### src/rtl/grpint_pkg.sv
package grpint_pkg;
    localparam int GRP_W = 4;
    localparam int IDX_W = 3;
    localparam int VEC_W = GRP_W + IDX_W;

    typedef struct packed {
        logic [GRP_W-1:0] grp;
        logic [IDX_W-1:0] idx;
    } vec_t;

    localparam int ADDR_CPU_EN    = 'h00;
    localparam int ADDR_GMASK     = 'h01;
    localparam int ADDR_ACK       = 'h02;
    localparam int ADDR_LINES     = 'h03;
    localparam int ADDR_GEN_BASE  = 'h10;
    localparam int ADDR_FLAG_BASE = 'h20;

    function automatic int max_int(input int a, input int b);
        return (a > b) ? a : b;
    endfunction
endpackage

### src/rtl/grpint_group.sv
module grpint_group #(
    parameter int NIDX = 8
) (
    input  logic            clk,
    input  logic            rst,
    input  logic [NIDX-1:0] irq,
    input  logic            en_we,
    input  logic [NIDX-1:0] en_wdata,
    input  logic [NIDX-1:0] clr,
    output logic [NIDX-1:0] flags,
    output logic [NIDX-1:0] en,
    output logic            req
);
    logic [NIDX-1:0] irq_q;
    logic [NIDX-1:0] rise;

    assign rise = irq & ~irq_q;
    assign req  = |(flags & en);

    always_ff @(posedge clk) begin
        if (rst) begin
            irq_q <= '0;
            flags <= '0;
            en    <= '0;
        end else begin
            irq_q <= irq;
            flags <= (flags & ~clr) | rise;
            if (en_we) en <= en_wdata;
        end
    end

    // a clear hits exactly one flag that was pending and enabled
    assert_clr_onehot_R6: assert property (@(posedge clk) disable iff (rst)
        $onehot0(clr));
    assert_clr_pending_R6: assert property (@(posedge clk) disable iff (rst)
        (|clr) |-> (|(clr & flags & en)));
endmodule

### src/rtl/grpint_arb.sv
module grpint_arb
    import grpint_pkg::*;
#(
    parameter int NGRP = 12,
    parameter int NIDX = 8
) (
    input  logic                 clk,
    input  logic                 rst,
    input  logic [NGRP-1:0]      line,
    input  logic [NGRP-1:0]      cpu_en,
    input  logic                 gmask,
    input  logic                 hold,
    input  logic [NGRP*NIDX-1:0] pend,
    output logic                 valid,
    output vec_t                 vsel,
    output logic [NGRP-1:0]      grant
);
    logic [NGRP-1:0] elig;
    int              gsel;

    assign elig = line & cpu_en & {NGRP{~gmask & ~hold}};

    always_comb begin
        valid = 1'b0;
        gsel  = 0;
        grant = '0;
        for (int g = NGRP - 1; g >= 0; g--) begin
            if (elig[g]) begin
                valid = 1'b1;
                gsel  = g;
            end
        end
        if (valid) grant[gsel] = 1'b1;
        vsel.grp = GRP_W'(gsel);
        vsel.idx = '0;
        for (int i = NIDX - 1; i >= 0; i--) begin
            if (pend[gsel*NIDX + i]) vsel.idx = IDX_W'(i);
        end
    end

    // at most one group granted
    assert_grant_onehot_R4: assert property (@(posedge clk) disable iff (rst)
        $onehot0(grant));
    // the winner's line and processor enable were both up
    assert_grant_gated_R3: assert property (@(posedge clk) disable iff (rst)
        valid |-> (line[vsel.grp] && cpu_en[vsel.grp] && !gmask));
endmodule

### src/rtl/grpint_stack.sv
module grpint_stack #(
    parameter int DEPTH = 4,
    parameter int W     = 13
) (
    input  logic         clk,
    input  logic         rst,
    input  logic         push,
    input  logic         pop,
    input  logic [W-1:0] din,
    output logic [W-1:0] top,
    output logic         empty,
    output logic         err
);
    localparam int CW = $clog2(DEPTH + 1);
    localparam int IW = (DEPTH > 1) ? $clog2(DEPTH) : 1;

    logic [W-1:0]  mem [DEPTH];
    logic [CW-1:0] cnt;
    logic          full;
    logic [IW-1:0] top_ptr;
    logic [IW-1:0] wr_ptr;

    assign full    = (cnt == CW'(DEPTH));
    assign empty   = (cnt == '0);
    assign top_ptr = IW'(cnt - CW'(1));
    assign wr_ptr  = IW'(cnt);
    assign top     = empty ? '0 : mem[top_ptr];

    always_ff @(posedge clk) begin
        if (rst) begin
            cnt <= '0;
            err <= 1'b0;
            for (int k = 0; k < DEPTH; k++) mem[k] <= '0;
        end else if (push) begin
            if (full) begin
                err <= 1'b1;
            end else begin
                mem[wr_ptr] <= din;
                cnt         <= cnt + CW'(1);
            end
        end else if (pop && !empty) begin
            cnt <= cnt - CW'(1);
        end
    end

    assert_no_overflow_R11: assert property (@(posedge clk) disable iff (rst)
        (push && full) |=> err);
    assert_err_sticky_R11: assert property (@(posedge clk) disable iff (rst)
        err |=> err);
endmodule

### src/rtl/grpint_ctrl.sv
module grpint_ctrl
    import grpint_pkg::*;
#(
    parameter int NGRP  = 12,
    parameter int NIDX  = 8,
    parameter int DEPTH = 4,
    parameter int AW    = 6,
    parameter int DW    = max_int(NGRP, NIDX)
) (
    input  logic                 clk,
    input  logic                 rst,
    input  logic [NGRP*NIDX-1:0] irq_in,
    input  logic                 wr_en,
    input  logic [AW-1:0]        wr_addr,
    input  logic [DW-1:0]        wr_data,
    input  logic [AW-1:0]        rd_addr,
    output logic [DW-1:0]        rd_data,
    input  logic                 ret_strobe,
    output logic                 take,
    output logic [VEC_W-1:0]     vec,
    output logic                 stack_err
);
    localparam int CTX_W = NGRP + 1;

    logic                 gmask_q;
    logic [NGRP-1:0]      cpu_en_q;
    logic [NGRP-1:0]      ack_q;
    logic                 take_q;
    vec_t                 vec_q;

    logic [NIDX-1:0]      flags [NGRP];
    logic [NIDX-1:0]      gen   [NGRP];
    logic [NGRP-1:0]      grp_req;
    logic [NGRP-1:0]      cpu_line;
    logic [NGRP*NIDX-1:0] pend;

    logic                 take_now;
    vec_t                 arb_vec;
    logic [NGRP-1:0]      grant;
    logic                 wr_ok;
    logic                 pop_ok;
    logic [CTX_W-1:0]     stk_top;
    logic                 stk_empty;
    logic [DW-1:0]        rd_next;

    assign wr_ok    = wr_en && !ret_strobe;
    assign cpu_line = grp_req & ~ack_q;
    assign pop_ok   = ret_strobe && !stk_empty;

    for (genvar g = 0; g < NGRP; g++) begin : g_grp
        logic [NIDX-1:0] clr;
        logic            en_we;
        assign clr   = grant[g] ? (NIDX'(1) << arb_vec.idx) : '0;
        assign en_we = wr_ok && (wr_addr == AW'(ADDR_GEN_BASE + g));

        grpint_group #(.NIDX(NIDX)) u_grp (
            .clk      (clk),
            .rst      (rst),
            .irq      (irq_in[g*NIDX +: NIDX]),
            .en_we    (en_we),
            .en_wdata (wr_data[NIDX-1:0]),
            .clr      (clr),
            .flags    (flags[g]),
            .en       (gen[g]),
            .req      (grp_req[g])
        );
        assign pend[g*NIDX +: NIDX] = flags[g] & gen[g];
    end

    grpint_arb #(.NGRP(NGRP), .NIDX(NIDX)) u_arb (
        .clk    (clk),
        .rst    (rst),
        .line   (cpu_line),
        .cpu_en (cpu_en_q),
        .gmask  (gmask_q),
        .hold   (wr_en || ret_strobe),
        .pend   (pend),
        .valid  (take_now),
        .vsel   (arb_vec),
        .grant  (grant)
    );

    grpint_stack #(.DEPTH(DEPTH), .W(CTX_W)) u_stk (
        .clk   (clk),
        .rst   (rst),
        .push  (take_now),
        .pop   (pop_ok),
        .din   ({gmask_q, cpu_en_q}),
        .top   (stk_top),
        .empty (stk_empty),
        .err   (stack_err)
    );

    always_ff @(posedge clk) begin
        if (rst) begin
            gmask_q  <= 1'b1;
            cpu_en_q <= '0;
            ack_q    <= '0;
            take_q   <= 1'b0;
            vec_q    <= '0;
        end else begin
            take_q <= take_now;
            if (take_now) begin
                vec_q    <= arb_vec;
                gmask_q  <= 1'b1;
                cpu_en_q <= cpu_en_q & ~grant;
                ack_q    <= ack_q | grant;
            end else if (pop_ok) begin
                {gmask_q, cpu_en_q} <= stk_top;
            end else if (wr_ok) begin
                if (wr_addr == AW'(ADDR_CPU_EN)) cpu_en_q <= wr_data[NGRP-1:0];
                if (wr_addr == AW'(ADDR_GMASK))  gmask_q  <= wr_data[0];
                if (wr_addr == AW'(ADDR_ACK))    ack_q    <= ack_q & ~wr_data[NGRP-1:0];
            end
        end
    end

    always_comb begin
        rd_next = '0;
        if (rd_addr == AW'(ADDR_CPU_EN)) rd_next = DW'(cpu_en_q);
        if (rd_addr == AW'(ADDR_GMASK))  rd_next = DW'(gmask_q);
        if (rd_addr == AW'(ADDR_ACK))    rd_next = DW'(ack_q);
        if (rd_addr == AW'(ADDR_LINES))  rd_next = DW'(cpu_line);
        for (int g = 0; g < NGRP; g++) begin
            if (rd_addr == AW'(ADDR_GEN_BASE + g))  rd_next = DW'(gen[g]);
            if (rd_addr == AW'(ADDR_FLAG_BASE + g)) rd_next = DW'(flags[g]);
        end
    end

    always_ff @(posedge clk) begin
        if (rst) rd_data <= '0;
        else     rd_data <= rd_next;
    end

    assign take = take_q;
    assign vec  = vec_q;

    assert_take_gate_R3: assert property (@(posedge clk) disable iff (rst)
        take_q |-> $past(!gmask_q));
    assert_take_hold_R12: assert property (@(posedge clk) disable iff (rst)
        take_q |-> $past(!wr_en && !ret_strobe));
    assert_single_take_R6: assert property (@(posedge clk) disable iff (rst)
        take_q |=> !take_q);
    assert_vec_range_R6: assert property (@(posedge clk) disable iff (rst)
        take_q |-> (int'(vec_q.grp) < NGRP && int'(vec_q.idx) < NIDX));
    assert_entry_mask_R7: assert property (@(posedge clk) disable iff (rst)
        take_q |-> (gmask_q && !cpu_en_q[vec_q.grp]));
    assert_entry_ack_R8: assert property (@(posedge clk) disable iff (rst)
        take_q |-> ack_q[vec_q.grp]);
    assert_ret_restore_R9: assert property (@(posedge clk) disable iff (rst)
        (ret_strobe && !stk_empty) |=> ({gmask_q, cpu_en_q} == $past(stk_top)));
endmodule

### config.mk
export PLATFORM = sky130hd
export DESIGN_NAME = grpint_ctrl
export DESIGN_NICKNAME = d
export VERILOG_FILES = /design/src/rtl/grpint_pkg.sv /design/src/rtl/grpint_group.sv /design/src/rtl/grpint_arb.sv /design/src/rtl/grpint_stack.sv /design/src/rtl/grpint_ctrl.sv
export SDC_FILE = /design/constraint.sdc
export NUM_CORES = 1
export LEC_CHECK = 0
export BUFFER_PORTS_ARGS = -buffer_cell sky130_fd_sc_hd__buf_2
export CORE_MARGIN = 4
export CORE_UTILIZATION = 25
export CTS_CLUSTER_DIAMETER = 150
export DETAILED_ROUTE_END_ITERATION = 10
export GPL_TIMING_DRIVEN = 1
export SYNTH_ARGS = -nofsm -noshare
export SYNTH_HDL_FRONTEND = slang
export SYNTH_SLANG_ARGS = --single-unit
### constraint.sdc
create_clock -name clk -period 14.3 [get_ports clk]
set_input_delay 4.29 -clock clk [delete_from_list [all_inputs] [get_ports clk]]
set_output_delay 4.29 -clock clk [all_outputs]
set_load 0.01 [all_outputs]
## Yosys cells after proc, flatten, opt, wreduce, memory -nomap -nowiden

Memory sizes are Yosys's and may differ from the RTL's.
Cells that the tools add are included.

- Bitwise logic cells: 84
- $mul: 0
- Order comparisons: 10
- Muxes and demuxes: 123
- Shifts and indexed selects: 1
- Divide/modulo/power cells: 0
- Reductions and logical operators: 49
- $add $sub $neg: 9
- Equal/unequal tests: 44

Operators with widths:

| kind | count |
|---|---|
| $and A8 B8 Y8 | 36 |
| $mux W8 | 36 |
| $lt A32 B9 Y1 const B | 7 |
| $not A8 Y8 | 24 |
| $mux W12 | 13 |
| $eq A6 B5 Y1 const B | 24 |
| $or A8 B8 Y8 | 12 |
| $reduce_or A8 Y1 | 12 |
| $eq A6 B6 Y1 const B | 12 |
| $and A12 B12 Y12 | 5 |
| $bmux W1 S7 | 7 |
| $mux W4 | 12 |
| $mux W1 | 39 |
| $not A12 Y12 | 3 |
| $mux W3 | 11 |
| $add A7 B3 Y8 const B | 4 |
| $mux W13 | 2 |
| $reduce_or A25 Y1 | 1 |
| $eq A6 B2 Y1 const B | 3 |
| $add A7 B2 Y8 const B | 2 |
| $logic_and A1 B1 Y1 | 16 |
| $reduce_or A13 Y1 | 1 |
| $eq A6 B1 Y1 const B | 2 |
| $logic_not A6 Y1 | 2 |
| 23 further kinds | 34 |

- Bits of input ports: 124
- Memories kept: 1
- Bits in registers: 337
- Memory bits (writable): 52
- Word-level logic and storage cells: 367
- Bits in latches: 0
- Bits in read-only memories: 0
- Output and inout port bits: 21

Memory list:

| name | depth | width | rd ports | clocked after memory_dff | write ports | line | RTL |
|---|---|---|---|---|---|---|---|
| u_stk.mem | 4 | 13 | 1 | 0 | 4 | grpint_stack.sv:17 | `logic [W-1:0] mem [DEPTH];` |

## Longest topological paths before layout

- Depth after elaboration: 34
- Mapped depth: 17
- Depth with buffers taken out: 12

## By module

A second synthesis with hierarchy kept.

- Cells, all modules: 2136
- Area, all modules: 20558.5 µm²

Modules (own cells, without submodules):

| module | cells an instance | times used | seq. area each (µm²) | area each (µm²) |
|---|---|---|---|---|
| grpint_group | 80 | 12 | 480.5 | 910.9 |
| grpint_ctrl | 821 | 1 | 900.9 | 5655.4 |
| grpint_stack | 178 | 1 | 1641.6 | 2691.3 |
| grpint_arb | 177 | 1 | 0.0 | 1281.2 |

## Worst setup path before layout

Ideal clock, no wire load.

- Path type: input -> register
- Start: input ret_strobe
- End: register g_grp[0].u_grp.flags[5]
- Setup time: 0.117 ns
- Data arrival time: 7.556 ns
- Stages on the path: 16
- Buffers on the path: 4
- Setup slack: 6.627 ns
- Required time: 14.183 ns
- Path through: buf_6 -> or3_4 -> nor3b_1 -> nand2_1 -> o21a_1 -> buf_2 -> o21ai_2 -> a31oi_4 -> buf_6 -> mux2i_1 -> a221o_1 -> nor3_4 -> nand4_4 -> buf_6 -> or4_1 -> a32o_1

- Word-level cells in the longest chain between the ends: 33
- Elaborated cells on any way between the ends: 78
- Those cells by class: add/sub: 7; order compare: 2; shift: 1; mux: 60; bitwise: 6; reduce/logical: 2

Ends and longest elaborated chain:

| what | line | RTL |
|---|---|---|
| start: declaration | grpint_ctrl.sv:18 | `input logic ret_strobe,` |
| $logic_or A1 B1 Y1 * | grpint_ctrl.sv:76 | `.hold (wr_en \|\| ret_strobe),` |
| $not A1 Y1 * | grpint_arb.sv:21 | `assign elig = line & cpu_en & {NGRP{~gmask & ~hold}};` |
| $and A1 B1 Y1 * | grpint_arb.sv:21 |  |
| $and A12 B12 Y12 * | grpint_arb.sv:21 |  |
| $mux W4 (12 in a row) | grpint_arb.sv:28 | `if (elig[g]) begin` |
| $add A7 B3 Y8 | grpint_arb.sv:37 | `if (pend[gsel*NIDX + i]) vsel.idx = IDX_W'(i);` |
| $bmux W1 S7 | grpint_arb.sv:37 |  |
| $mux W1 (not written as such) (2 in a row) | grpint_arb.sv:37 |  |
| $mux W3 (8 in a row) | grpint_arb.sv:37 |  |
| $shl A1 B3 Y8 | grpint_ctrl.sv:53 | `assign clr = grant[g] ? (NIDX'(1) << arb_vec.idx) : '0;` |
| $mux W8 * | grpint_ctrl.sv:53 |  |
| $not A8 Y8 * | grpint_group.sv:27 | `flags <= (flags & ~clr) \| rise;` |
| $and A8 B8 Y8 * | grpint_group.sv:27 |  |
| $or A8 B8 Y8 * | grpint_group.sv:27 |  |
| end signal: assignment | grpint_group.sv:27 |  |
| end: declaration | grpint_group.sv:10 | `output logic [NIDX-1:0] flags,` |

Every way passes the cells marked *; elsewhere a longest branch is shown, timed or not. The select of a mux whose other input is x is not followed.
A chain may end at the register's enable or synchronous reset.

## Worst setup path in the final report

- Start: input ret_strobe
- End: register g_grp[7].u_grp.flags[0]

- Word-level cells in the longest chain between the ends: 33
- Elaborated cells on any way between the ends: 78
- Those cells by class: add/sub: 7; order compare: 2; shift: 1; mux: 60; bitwise: 6; reduce/logical: 2

Ends and longest elaborated chain:

| what | line |
|---|---|
| $logic_or A1 B1 Y1 * | grpint_ctrl.sv:76 |
| $not A1 Y1 * | grpint_arb.sv:21 |
| $and A1 B1 Y1 * | grpint_arb.sv:21 |
| $and A12 B12 Y12 * | grpint_arb.sv:21 |
| $mux W4 (12 in a row) | grpint_arb.sv:28 |
| $add A7 B3 Y8 | grpint_arb.sv:37 |
| $bmux W1 S7 | grpint_arb.sv:37 |
| $mux W1 (not written as such) (2 in a row) | grpint_arb.sv:37 |
| $mux W3 (8 in a row) | grpint_arb.sv:37 |
| $shl A1 B3 Y8 | grpint_ctrl.sv:53 |
| $mux W8 * | grpint_ctrl.sv:53 |
| $not A8 Y8 * | grpint_group.sv:27 |
| $and A8 B8 Y8 * | grpint_group.sv:27 |
| $or A8 B8 Y8 * | grpint_group.sv:27 |
| end signal: assignment | grpint_group.sv:27 |
| end: declaration | grpint_group.sv:10 |

Marks and branches as above.

==> PnR_summary.wiki <==
{| class="wikitable"
! Metric !! Value
|-
| Unrepaired setup endpoints after global routing || false
|-
| CP Launch Type || primary input
|-
| Setup WS pre-CTS || 5.08 ns
|-
| Worst min-delay path endpoint || g_grp[11].u_grp.flags[0]
|-
| Worst hold start || g_grp[11].u_grp.irq_q[0]
|-
| Setup Crit Path Kind || in2reg
|-
| Via count of the routed design || 17.2k
|-
| Cell depth of the worst min-delay path || 3
|-
| Global-route wire length before repair || 113000 um
|-
| Max-Slew Margin vs Limit || 23.1%
|-
| Post-place instance area || 20100 um^2
|-
| Seq/Total Area, Yosys || 45.2%
|-
| Highest clock frequency the design can meet || 114 MHz
|-
| Initial standard-cell utilization of the core || 25.2%
|-
| Switching portion of total power || 27.2%
|-
| Power density of the placed cells || 127 nW/um^2
|-
| Global route overflow || 0
|-
| Primary FF master, synth || dfxtp_1
|-
| Capture instance of the worst register-to-register path || g_grp[7].u_grp.flags[0]
|-
| Required time worst endpoint || 14.73 ns
|-
| Maximum buffer depth of the clock tree || 3
|-
| Buffers inserted by post-CTS timing repair || 0
|-
| Met3 Wirelength || 8140 um
|-
| Most common cell type on the critical path || nor2_1
|-
| Crit path time final || 8.78 ns
|-
| Number of max-capacitance violations reported || 0
|-
| Count of H-tree levels built during CTS || 2
|-
| CP bufs+invs || 1
|-
| Synth warnings || 0
|-
| Largest incremental delay on the critical path || 0.97 ns
|-
| Buffer cell driving the clock tree root || clkbuf_16
|-
| Number of storage elements in the synthesis netlist || 389
|-
| Vertical die dimension || 279 um
|-
| P_leak || 8.42 nW
|-
| Number of flops mapped to enable cells by yosys || 52
|-
| Number of global-route vias before repair || 15.9k
|-
| Fraction of power consumed by sequential logic || 45.9%
|-
| Routed met2 length || 32900 um
|-
| Number of clock buffers inserted by TritonCTS || 44
|-
| Min-Delay Path Class || reg2reg
|-
| Sequential cell area in the final layout || 8310 um^2
|-
| Largest net degree at the start of global routing || 99
|-
| Critical path fanouts, max || 25
|-
| Top area cells in the synthesized netlist || dfxtp_1 37%, edfxtp_1 8.5%, mux2i_1 6.5%
|-
| Worst clock skew || 0.0299 ns
|-
| NetSw || 0.751 mW
|-
| Crit path max-delay family || compound AO/OA/AOI/OAI gates
|-
| Result of the run || completed
|-
| RR Startpoint || g_grp[4].u_grp.flags[7]
|-
| Area grow syn2layout || 17.9%
|-
| Critical path's slowest cell || a2111oi_4
|-
| Highest metal layer with signal wires || met5
|-
| CP Cell Sequence || buf_2 -> nor3_4 -> nand2_1 -> nor2_1 -> o21a_1 -> o21ai_2 -> a31oi_4 -> o21ai_0 -> a2111oi_4 -> nand4_1 -> nor2_1 -> o41ai_1
|-
| Critical Path AT || 9.21 ns
|-
| Reg2Reg Setup Slack || 8.69 ns
|-
| Total routing usage reported by global routing || 19.6%
|-
| Multi-input logic area || 9370 um^2
|-
| Internal power || 2.01 mW
|-
| Clk sink count || 389
|-
| Layout fillers || 7719
|-
| Async set-or-reset flop fraction in the synthesized netlist || 0%
|-
| Total of hold buffers inserted after clock tree synthesis || 0
|-
| Number of different library cells in the post-synthesis netlist || 87
|-
| Max-slew violation total from the final report || 0
|-
| Transition time at the pin with the least slew margin || 1.14 ns
|-
| HPWL after detailed placement || 59000 um
|-
| Register-to-Register Path Depth || 11
|-
| Post-synth top area cell || dfxtp_1
|-
| Slack of the critical path || 5.52 ns
|-
| Residual antenna-violating net count after detailed routing || 0
|-
| Wire length the detailed router placed on met1 || 35300 um
|-
| Clock latency on the worst-skew pair || 0.59 ns
|-
| Clock-pin slew reported for the worst setup and hold paths after clock tree synthesis || 0.06 ns
|-
| Fraction of final layout cells sized beyond drive strength 1 || 14.1%
|-
| Sort of element at the end of the critical path || flop
|-
| Initial DRC Count || 2159
|-
| Core Footprint || 73000 um^2
|-
| TritonCTS clock tree || yes
|-
| Number of setup violations in the final report || 0
|-
| Final weighted congestion in routability-driven placement || 1.01
|-
| Part of the total power dissipated in the clock network || 43.6%
|-
| Layout Nets || 2299
|-
| Count of cells resized by post-cts repair || 0
|-
| I/O pin count || 145
|-
| Die outline width || 279 um
|-
| Number of instances in the synthesized netlist || 2062
|-
| Area fraction of the dominant cell type after synthesis || 36.7%
|-
| DRC violation count after routing || 0
|-
| Initial DRT Pass Iterations || 8
|-
| Post-route setup TNS || 0 ns
|-
| Rows || 99
|-
| Total die area || 78000 um^2
|-
| Initial antenna violation count || 5
|-
| Final hold violation count || 0
|-
| Average detailed-routed wire length per instance || 25.2 um
|-
| Post-synthesis area per instance || 8.92 um^2
|-
| Peak supply drop || 0.0793 mV
|-
| Part of the total power dissipated in combinational logic || 10.5%
|-
| Port bufs || 144
|-
| Period Utilization, post-route || 61.4%
|-
| Final instance area || 21700 um^2
|-
| Sum of routed wire length over all layers || 79700 um
|-
| Post-Synthesis Cell Area || 18400 um^2
|-
| Via density per instance || 5.42
|}
layout make-up:
type,count,share of cell area [%]
Tap cell,959,5.53
Multi-Input combinational cell,1485,43.2
Clock buffer,60,6.00
Sequential cell,389,38.3
Inverter,77,1.33
Timing Repair Buffer,175,4.44
Antenna cell,1,0.0115
Clock inverter,21,1.21
worst max path at each step:
stage,startpoint,end,slack [ns],cells past startpoint
floorplan,ret_strobe,g_grp[0].u_grp.flags[5],6.63,16
CTS,ret_strobe,g_grp[7].u_grp.flags[0],5.66,12
finish,ret_strobe,g_grp[7].u_grp.flags[0],5.52,12
global route,ret_strobe,g_grp[10].u_grp.flags[0],5.32,13
global placement,ret_strobe,g_grp[3].u_grp.flags[0],5.21,12
detailed placement,ret_strobe,g_grp[7].u_grp.flags[0],5.08,12
layer usage:
layer | global-route usage [%] | up-vias
met5 | 0 | -
met4 | 7.66 | 6
met3 | 4.77 | 185
met2 | 28.0 | 898
met1 | 28.3 | 8335
li1 | - | 7752
flip-flops by register name, indices dropped and copies added, names as in the netlist:
signal / count
vec: 7
cpu_en_q: 12
take: 1
rd_data: 12
u_stk.mem: 52
gmask_q: 1
ack_q: 12
g_grp.u_grp.en: 96
g_grp.u_grp.flags: 96
u_stk.cnt: 3
g_grp.u_grp.irq_q: 96
u_stk.err: 1
cells in the mapped netlist, types with 5 or more instances:
master,instances
a211oi_1,13
a31oi_1,14
mux2_2,7
o2111ai_1,9
clkbuf_1,98
o21ai_2,5
a22oi_1,56
a21oi_1,133
and2_1,52
o21ai_0,97
a211o_1,5
a32oi_1,38
nor4_1,5
nor2_1,195
o41ai_1,15
a221oi_1,12
and3_1,23
a22o_1,7
nor3_1,16
nand4_1,30
or3_1,6
nor3b_1,8
mux4_2,15
or4_1,14
nor2b_1,108
o31ai_1,15
dfxtp_1,337
o22ai_1,27
a311oi_1,14
edfxtp_1,52
nand3_1,41
buf_2,5
nand2b_1,45
o211ai_1,13
o221ai_1,5
mux2i_1,119
o21ai_1,7
nand2_1,227
or2_2,5
inv_1,75
a222oi_1,10
a32o_1,13
per-stage QoR:
step	util, %	total power [mW]	std cells	hold slack, ns
6_report	29.7	2.76	3167	0.462
5_1_grt	29.7	2.86	3166	0.489
4_1_cts	29.7	2.78	3166	0.460
3_5_place_dp	27.6	1.57	3085	0.447
3_3_place_gp	27.6	1.57	3085	0.439
2_1_floorplan	-	1.43	2065	0.434
worst register-to-register path, stage by stage (launching register included):
cell and delay [ns]:
dfxtp_1 0.36, nand2_1 0.22, nand4_1 0.31, o2111ai_1 0.51, o21a_1 0.52, o21ai_2 0.14, a31oi_4 0.79, o21ai_0 0.37
a2111oi_4 0.97, nand4_1 0.25, nor2_1 0.91, o41ai_1 0.13
logic make-up (layout without fill, tap and decap cells):
logic type,Yosys count,in the layout,share of synthesized area (%)
compound gates,545,545,20.4
fa+ha+maj,3,3,0.204
mux,141,141,8.74
xor+xnor,1,1,0.0476
simple gates,791,791,21.3
other cells,1,5,0.0204
flops,389,389,45.2
buf+inv,191,333,4.13
layout by cell type (no fill, tap or decap), drive strengths merged, types with 18 or more instances in the layout:
master,n
inv,82
nand2,229
o21ai,109
mux2i,119
and3,23
nor2,196
nor2b,108
dfxtp,337
nand2b,45
and2,52
buf,175
nand3,41
a21oi,133
a22oi,56
a32oi,38
nand4,31
nor3,18
o22ai,27
clkbuf,60
edfxtp,52
power by group through the flow:
stage,registers (mW),logic [mW],clock network (mW)
finish,1.27,0.291,1.20
global route,1.27,0.317,1.27
CTS,1.26,0.289,1.23
detailed placement,1.29,0.287,0
global placement,1.29,0.287,0
floorplan,1.23,0.202,0
No activity file was read; power rests on OpenSTA's default activity.
